**src/rtl/fcvt_pkg.sv**
```systemverilog
package fcvt_pkg;
   localparam int EXP_W = 11;
   localparam int MAN_W = 52;
   localparam int BIAS  = 1023;

   typedef enum logic [1:0] {
      RND_NEAR = 2'b00,
      RND_ZERO = 2'b01,
      RND_UP   = 2'b10,
      RND_DOWN = 2'b11
   } rnd_mode_e;

   typedef struct packed {
      logic is_nan;
      logic is_snan;
      logic sign;
      logic huge;
   } fcvt_cls_t;
endpackage

```
**src/rtl/fcvt_unpack.sv**
```systemverilog
module fcvt_unpack
   import fcvt_pkg::*;
#(
   parameter int INT_W = 32
) (
   input  logic [63:0]      op,
   output fcvt_cls_t        cls,
   output logic [INT_W-1:0] mag_int,
   output logic             grd,
   output logic             stk
);
   localparam int FXW = INT_W + MAN_W + 1;
   localparam int SHW = $clog2(INT_W + 1);

   logic [EXP_W-1:0]        expo;
   logic [MAN_W-1:0]        man;
   logic signed [EXP_W+1:0] unb;
   logic                    tiny;
   logic [SHW-1:0]          sh;
   logic [FXW-1:0]          sig_ext;
   logic [FXW-1:0]          fixed;

   assign expo = op[62:52];
   assign man  = op[51:0];
   assign unb  = $signed({2'b00, expo}) - $signed((EXP_W+2)'(BIAS));
   assign tiny = unb < -13'sd1;

   assign cls.sign    = op[63];
   assign cls.is_nan  = (&expo) & (|man);
   assign cls.is_snan = cls.is_nan & ~man[MAN_W-1];
   assign cls.huge    = unb >= $signed((EXP_W+2)'(INT_W));

   // fixed point: value scaled by 2^(MAN_W+1); shift lands the point
   assign sh      = SHW'(unb + 13'sd1);
   assign sig_ext = {{INT_W{1'b0}}, 1'b1, man};
   assign fixed   = sig_ext << sh;

   always_comb begin
      if (tiny) begin
         mag_int = '0;
         grd     = 1'b0;
         stk     = |op[62:0];
      end else begin
         mag_int = fixed[FXW-1 -: INT_W];
         grd     = fixed[MAN_W];
         stk     = |fixed[MAN_W-1:0];
      end
   end
endmodule

```
**src/rtl/fcvt_round.sv**
```systemverilog
module fcvt_round
   import fcvt_pkg::*;
#(
   parameter int INT_W = 32
) (
   input  rnd_mode_e        mode,
   input  logic             sign,
   input  logic [INT_W-1:0] mag_in,
   input  logic             grd,
   input  logic             stk,
   output logic             inc,
   output logic [INT_W:0]   mag_out
);
   always_comb begin
      unique case (mode)
         RND_NEAR: inc = grd & (stk | mag_in[0]);
         RND_ZERO: inc = 1'b0;
         RND_UP:   inc = ~sign & (grd | stk);
         default:  inc = sign & (grd | stk);
      endcase
   end

   assign mag_out = {1'b0, mag_in} + {{INT_W{1'b0}}, inc};
endmodule

```
**src/rtl/fcvt_sat.sv**
```systemverilog
module fcvt_sat #(
   parameter int INT_W = 32
) (
   input  logic             is_nan,
   input  logic             huge,
   input  logic             sign,
   input  logic [INT_W-1:0] mag_int,
   input  logic             grd,
   input  logic             stk,
   input  logic             inc,
   input  logic [INT_W:0]   mag_rnd,
   output logic [INT_W-1:0] res,
   output logic             invalid,
   output logic             fr,
   output logic             fi
);
   localparam logic [INT_W:0]   POS_LIM = {2'b00, {(INT_W-1){1'b1}}};
   localparam logic [INT_W:0]   NEG_LIM = {2'b01, {(INT_W-1){1'b0}}};
   localparam logic [INT_W-1:0] MAX_V   = {1'b0, {(INT_W-1){1'b1}}};
   localparam logic [INT_W-1:0] MIN_V   = {1'b1, {(INT_W-1){1'b0}}};

   logic pos_over, neg_over, inexact;

   assign inexact  = grd | stk;
   // positive side judged on the unrounded value, negative side after rounding
   assign pos_over = ~sign & (({1'b0, mag_int} > POS_LIM) |
                              (({1'b0, mag_int} == POS_LIM) & inexact));
   assign neg_over = sign & (mag_rnd > NEG_LIM);
   assign invalid  = is_nan | huge | pos_over | neg_over;

   always_comb begin
      if (is_nan || (invalid && sign))
         res = MIN_V;
      else if (invalid)
         res = MAX_V;
      else if (sign)
         res = -mag_rnd[INT_W-1:0];
      else
         res = mag_rnd[INT_W-1:0];
   end

   assign fr = ~invalid & inc;
   assign fi = ~invalid & inexact;
endmodule

```
**src/rtl/dbl2int_sat.sv**
```systemverilog
module dbl2int_sat
   import fcvt_pkg::*;
#(
   parameter int INT_W = 32
) (
   input  logic             clk,
   input  logic             rst_n,
   input  logic             in_valid,
   input  logic [63:0]      in_op,
   input  logic [1:0]       in_rmode,
   input  logic             in_trunc,
   input  logic             in_inv_en,
   output logic             out_valid,
   output logic [INT_W-1:0] out_int,
   output logic             out_we,
   output logic             out_inv_cvt,
   output logic             out_inv_snan,
   output logic             out_fr,
   output logic             out_fi
);
   generate
      if (INT_W != 32 && INT_W != 64) begin : g_bad_width
         $error("dbl2int_sat: INT_W must be 32 or 64");
      end
   endgenerate

   fcvt_cls_t        cls;
   logic [INT_W-1:0] mag_int, res;
   logic [INT_W:0]   mag_rnd;
   logic             grd, stk, inc, invalid, fr, fi;
   rnd_mode_e        mode;

   assign mode = in_trunc ? RND_ZERO : rnd_mode_e'(in_rmode);

   fcvt_unpack #(.INT_W(INT_W)) u_unpack (
      .op(in_op), .cls(cls), .mag_int(mag_int), .grd(grd), .stk(stk)
   );

   fcvt_round #(.INT_W(INT_W)) u_round (
      .mode(mode), .sign(cls.sign), .mag_in(mag_int), .grd(grd), .stk(stk),
      .inc(inc), .mag_out(mag_rnd)
   );

   fcvt_sat #(.INT_W(INT_W)) u_sat (
      .is_nan(cls.is_nan), .huge(cls.huge), .sign(cls.sign),
      .mag_int(mag_int), .grd(grd), .stk(stk), .inc(inc), .mag_rnd(mag_rnd),
      .res(res), .invalid(invalid), .fr(fr), .fi(fi)
   );

   always_ff @(posedge clk or negedge rst_n) begin
      if (!rst_n) begin
         out_valid    <= 1'b0;
         out_we       <= 1'b0;
         out_inv_cvt  <= 1'b0;
         out_inv_snan <= 1'b0;
         out_int      <= '0;
         out_fr       <= 1'b0;
         out_fi       <= 1'b0;
      end else begin
         out_valid    <= in_valid;
         out_we       <= in_valid & ~(invalid & in_inv_en);
         out_inv_cvt  <= in_valid & invalid;
         out_inv_snan <= in_valid & cls.is_snan;
         if (in_valid) begin
            out_int <= res;
            out_fr  <= fr;
            out_fi  <= fi;
         end
      end
   end
endmodule

```
**config.mk**
```make
export PLATFORM = sky130hd
export DESIGN_NAME = dbl2int_sat
export DESIGN_NICKNAME = d
export VERILOG_FILES = /design/src/rtl/fcvt_pkg.sv /design/src/rtl/fcvt_unpack.sv /design/src/rtl/fcvt_round.sv /design/src/rtl/fcvt_sat.sv /design/src/rtl/dbl2int_sat.sv
export SDC_FILE = /design/constraint.sdc
export NUM_CORES = 1
export LEC_CHECK = 0
export BUFFER_PORTS_ARGS = -buffer_cell sky130_fd_sc_hd__buf_2
export CAP_MARGIN = 5
export CELL_PAD_IN_SITES_DETAIL_PLACEMENT = 2
export CELL_PAD_IN_SITES_GLOBAL_PLACEMENT = 2
export CORE_MARGIN = 4
export CORE_UTILIZATION = 35
export DETAILED_ROUTE_END_ITERATION = 16
export PLACE_DENSITY_LB_ADDON = 0.1
export SETUP_SLACK_MARGIN = 0.15
export SYNTH_ARGS = -nofsm -noshare
export SYNTH_HDL_FRONTEND = slang
export SYNTH_HIERARCHICAL = 1
export SYNTH_SLANG_ARGS = --single-unit
export TNS_END_PERCENT = 1
```
**constraint.sdc**
```tcl
create_clock -name clk -period 1.1 [get_ports clk]
set_clock_uncertainty 0.1 [all_clocks]
set_input_delay 0.11 -clock clk [delete_from_list [all_inputs] [get_ports clk]]
set_output_delay 0.11 -clock clk [all_outputs]
set_load 0.05 [all_outputs]
```
==> reports/results.ini, run 1 <==
[run_status]
status = did not finish
failed_stage = clock tree synthesis (4_1_cts)
tool.error = [ERROR DPL-0033] detailed placement checks failed during check placement.

[placed_design]
dp.cells = 1730
hpwlAfterDp_um = 41600
place.gp.congestion = 1.02
port_buffers = 108

[synthesis]
synth_compound_area_share_pct = 17.7
synth_top_family_by_area = multiplexers
synth_fa_ha_area_share_pct = 1.21
synth_top_area_share_pct = 14.7
synth_area_sq_um = 8290
yosys.area.top_type = mux4_2
ys_top_cells_by_area = mux4_2, dfrtp_1, mux2i_1, mux2_4, mux2_2
synth_fp_nets = 1065
synthMuxAreaShare_pct = 32.2
synth.avg_cell_area_sq_um = 8.41
seq_area_frac_synth_pct = 11.5
synth-edff-count = 0
synthArstFlopShare_pct = 100
syn_inst = 986
synthSimpleGateAreaFrac_pct = 27.2
synth_xor_xnor_area_share_pct = 4.10
synth_ff_type = dfrtp_1
yosysUniqueCellTypes = 87
yosysWarningCount = 6
synth-seq-cells = 38

[floorplan]
io_pins = 109
initial_core_util_pct = 35.4
fp-row-count = 56
die_height_um = 162
die_x_um = 162

[clocking]
cts_post_setup_buffers_inserted = 25
cts_buffer_depth = 2
h-tree-depth = 2
clock_sinks = 38
cts-resized-gates = 152
hold_buffers = 2
cts_root_buf = clkbuf_16
cts_buffers = 5

[kinds of logic after synthesis]
group,Yosys count
compound gates,215
fa+ha+maj,8
xor+xnor,38
mux,172
simple gates,419
buf+inv,96
flops,38
[through the flow]
stage / hold WS, ns / util, % / instance area (sq um) / setup slack [ns] / TNS [ns]
2_1_floorplan: -0.286 / - / 8430 / -4.86 / -172.33
3_5_place_dp: -0.00236 / 51.6 / 12100 / -5.90 / -209.51
3_3_place_gp: -0.00980 / 51.6 / 12100 / -5.29 / -184.53
[cells in the mapped netlist (6+ instances only)]
cell	instances
a211oi_1	17
mux4_2	54
xor2_1	10
o211ai_1	13
a31oi_1	11
clkbuf_1	29
mux2_2	34
nor2_1	101
or3_1	8
o21ai_0	35
mux2i_1	50
ha_1	8
buf_4	7
nand4_1	28
and2_1	6
buf_1	15
and3_1	10
nand2_1	92
nor4_1	26
a21oi_1	43
mux4_1	6
buf_2	18
xnor2_1	27
o22ai_1	34
nor3_1	54
inv_1	15
dfrtp_1	38
nand2b_1	8
mux2_4	27
nand3_1	35
==> inputs of run 2 (changes only) <==
Settings changed: CELL_PAD_IN_SITES_DETAIL_PLACEMENT 2 to default, CELL_PAD_IN_SITES_GLOBAL_PLACEMENT 2 to default, CORE_UTILIZATION 35 to 20, PLACE_DENSITY_LB_ADDON 0.1 to 0.15, SETUP_SLACK_MARGIN 0.15 to default.
==> run 2 against run 1 <==
  * The flow now finishes, with violations (setup timing)
  * Synthesized cell count is the same
  * Synthesized area unchanged
==> reports/results.ini, run 2 <==
[cells_and_area]
fin_cells = 2031
utilization_pct = 33.0
diodes = 0
regMostFlops = out_int
nets = 1577
final_common_cell = buf_4
layout_common_cells = buf_4, nor2_1, nand2_1
drive_gt1_share_pct = 53.0
largest_reg_flops = 32
area_delta_synth_final_pct = 63.0

[sta]
finalHoldViolations = 0
setup_ws_ns = -4.93
fin_crit_sh_pct = 548
period_needed_ns = 6.03
slew_headroom_pct = 63.0
tightest_slew_ns = 0.550
fmax_ghz = 0.166
setup_viol = 37
rsz0062_at_grt = true
drv_slew = 0

[clocking]
clock_sinks = 38  ; unchanged
clk_pin_slew_ns = 0.06
cts_buffer_depth = 2  ; unchanged
clock_latency_ns = 0.29
cts_root_buf = clkbuf_16
h-tree-depth = 2  ; unchanged
cts_buffers = 5  ; unchanged
cts_tree = built

[detailed_routing]
vias_per_cell = 4.94
drc = 0
final_antenna_net_count = 0
detail_route.wirelength_um = 38100
wl_per_cell_um = 18.8
drt_first_pass_iters = 7
drt_iter0_drc = 513
vias = 10000

[floorplan]
initial_core_util_pct = 20.3  ; -15 points
die_height_um = 212  ; +31%
die_x_um = 212  ; +31%
core_sq_um = 40900
fp-row-count = 74  ; +32%
fp.dieArea_sq_um = 44800
io_pins = 109  ; unchanged

[worst_hold_path]
holdPathStages = 3
hold_start = in_valid
holdPathEnd = out_we
min_path_type = in -> reg

[setup_path]
cp_top_family = simple AND/OR/NAND/NOR gates
cp.arrival_ns = 6.16
critPathMaxStageDelay_ns = 0.55
end_kind = register
crit_top_cell = buf_4
slowest_stage = mux4_2
regToRegEndpoint = out_int[18]
startpoint_type = primary input
cp_max_fo = 11
r2r-start = out_int[18]
worstPathBufferInverterCount = 7
regToRegSetupSlack_ns = 0.20
ff2ff_path_depth = 1
cp.required_ns = 1.24
critical_path_class = in -> reg

[placed_design]
dp.cells = 1995  ; +15%
port_buffers = 108  ; unchanged
place.gp.congestion = 0.915  ; -10%
hpwlAfterDp_um = 32300  ; -22%

[synthesis]
synthArstFlopShare_pct = 100  ; unchanged
synth_fp_nets = 1065  ; unchanged
syn_inst = 986  ; unchanged
synthTopCellsByCount = nor2_1, nand2_1, mux4_2, nor3_1, mux2i_1
yosysWarningCount = 6  ; unchanged
ys_top_cells_by_area = mux4_2, dfrtp_1, mux2i_1, mux2_4, mux2_2
synth_top_area_share_pct = 14.7  ; unchanged
yosysUniqueCellTypes = 87  ; unchanged
yosys.area.top_type = mux4_2
synth_ff_type = dfrtp_1
synth-edff-count = 0  ; unchanged
synth_area_sq_um = 8290  ; unchanged
seq_area_frac_synth_pct = 11.5  ; unchanged
synth.most_common_cell = nor2_1
synth-seq-cells = 38  ; unchanged
synth.avg_cell_area_sq_um = 8.41  ; unchanged

[run_status]
status = finished, violations left
violations = setup timing

[global_route]
busiest_layer = met2
use_met3_pct = 1.11
antenna_found_initial = 0
grtUsageMet2_pct = 29.0
grt_pass1_vias = 10300
use_met1_pct = 23.5
track_usage_pct = 16.8
grt-ovfl-total = 0
grt_max_degree = 39
grt_pass1_wl_um = 60200

[job]
cap_viol_max_count = 0

[pwr]
p_leak_nw = 5.94
peakVddDrop_uv = 473
power_density_nw_per_um2 = 1050

==> run 2: cell counts after synthesis <==
Identical to the previous run, type by type.
==> run 2: cell type report <==
class / instances / area (sq um)
fill: 4429 / 27400
multi-input combinational: 852 / 7170
timing repair buffer: 583 / 4500
sequential: 38 / 951
tap: 532 / 666
clock buffer: 6 / 139
inverter: 18 / 75.1
clock inverter: 2 / 12.5
==> run 2: power breakdown <==
group,total [mW],internal (mW),switching (mW)
combinational,10.9,5.28,5.61
sequential,1.85,1.66,0.193
clock,1.51,0.898,0.612
==> run 2: logic make-up (layout without fill, tap and decap cells) <==
logic type / count (synthesis) / after routing / share of synthesized area, %
simple gates: 419 / 419 / 27.2
fa+ha+maj: 8 / 8 / 1.21
flops: 38 / 38 / 11.5
xor+xnor: 38 / 38 / 4.10
mux: 172 / 172 / 32.2
compound gates: 215 / 215 / 17.7
buf+inv: 96 / 609 / 6.09
==> run 2: worst max-delay path by stage <==
stage	from	to	slack (ns)	cells after the start
6_report	in_op[53]	out_int[30]	-4.93	31
5_1_grt	in_op[53]	out_int[30]	-5.13	31
4_1_cts	in_op[53]	out_int[30]	-4.84	30
3_5_place_dp	in_op[53]	out_int[0]	-5.46	28
3_3_place_gp	in_op[53]	out_int[30]	-5.57	29
2_1_floorplan	in_op[52]	out_int[30]	-4.86	30
==> run 2: per-layer routing <==
layer | share of wire (%) | vias up
li1 | - | 4895
met1 | 47 | 4872
met2 | 48 | 233
met3 | 3.0 | 34
met4 | 1.6 | 0
met5 | 0 | -
==> run 2: repair_timing <==
item                       4_1_cts  5_1_grt
resized for setup               79       44
hold buffers                     3        0
setup endpoints to repair       72       60
pin swaps                       14        8
setup buffers                   24        1
hold endpoints to repair        40        0
==> run 2: stage by stage <==
step	hold slack (ns)	total power [mW]	TNS [ns]	area (sq um)	setup slack, ns
floorplan	-0.286	7.24	-172.33	8430	-4.86
global placement	-0.00509	12.0	-193.60	12700	-5.57
detailed placement	-0.00324	12.0	-194.43	12700	-5.46
CTS	0.185	14.1	-170.18	13300	-4.84
global route	0.192	15.1	-181.15	13500	-5.13
finish	0.193	14.2	-171.34	13500	-4.93
Note: power is estimated with default switching activity, not from simulation.
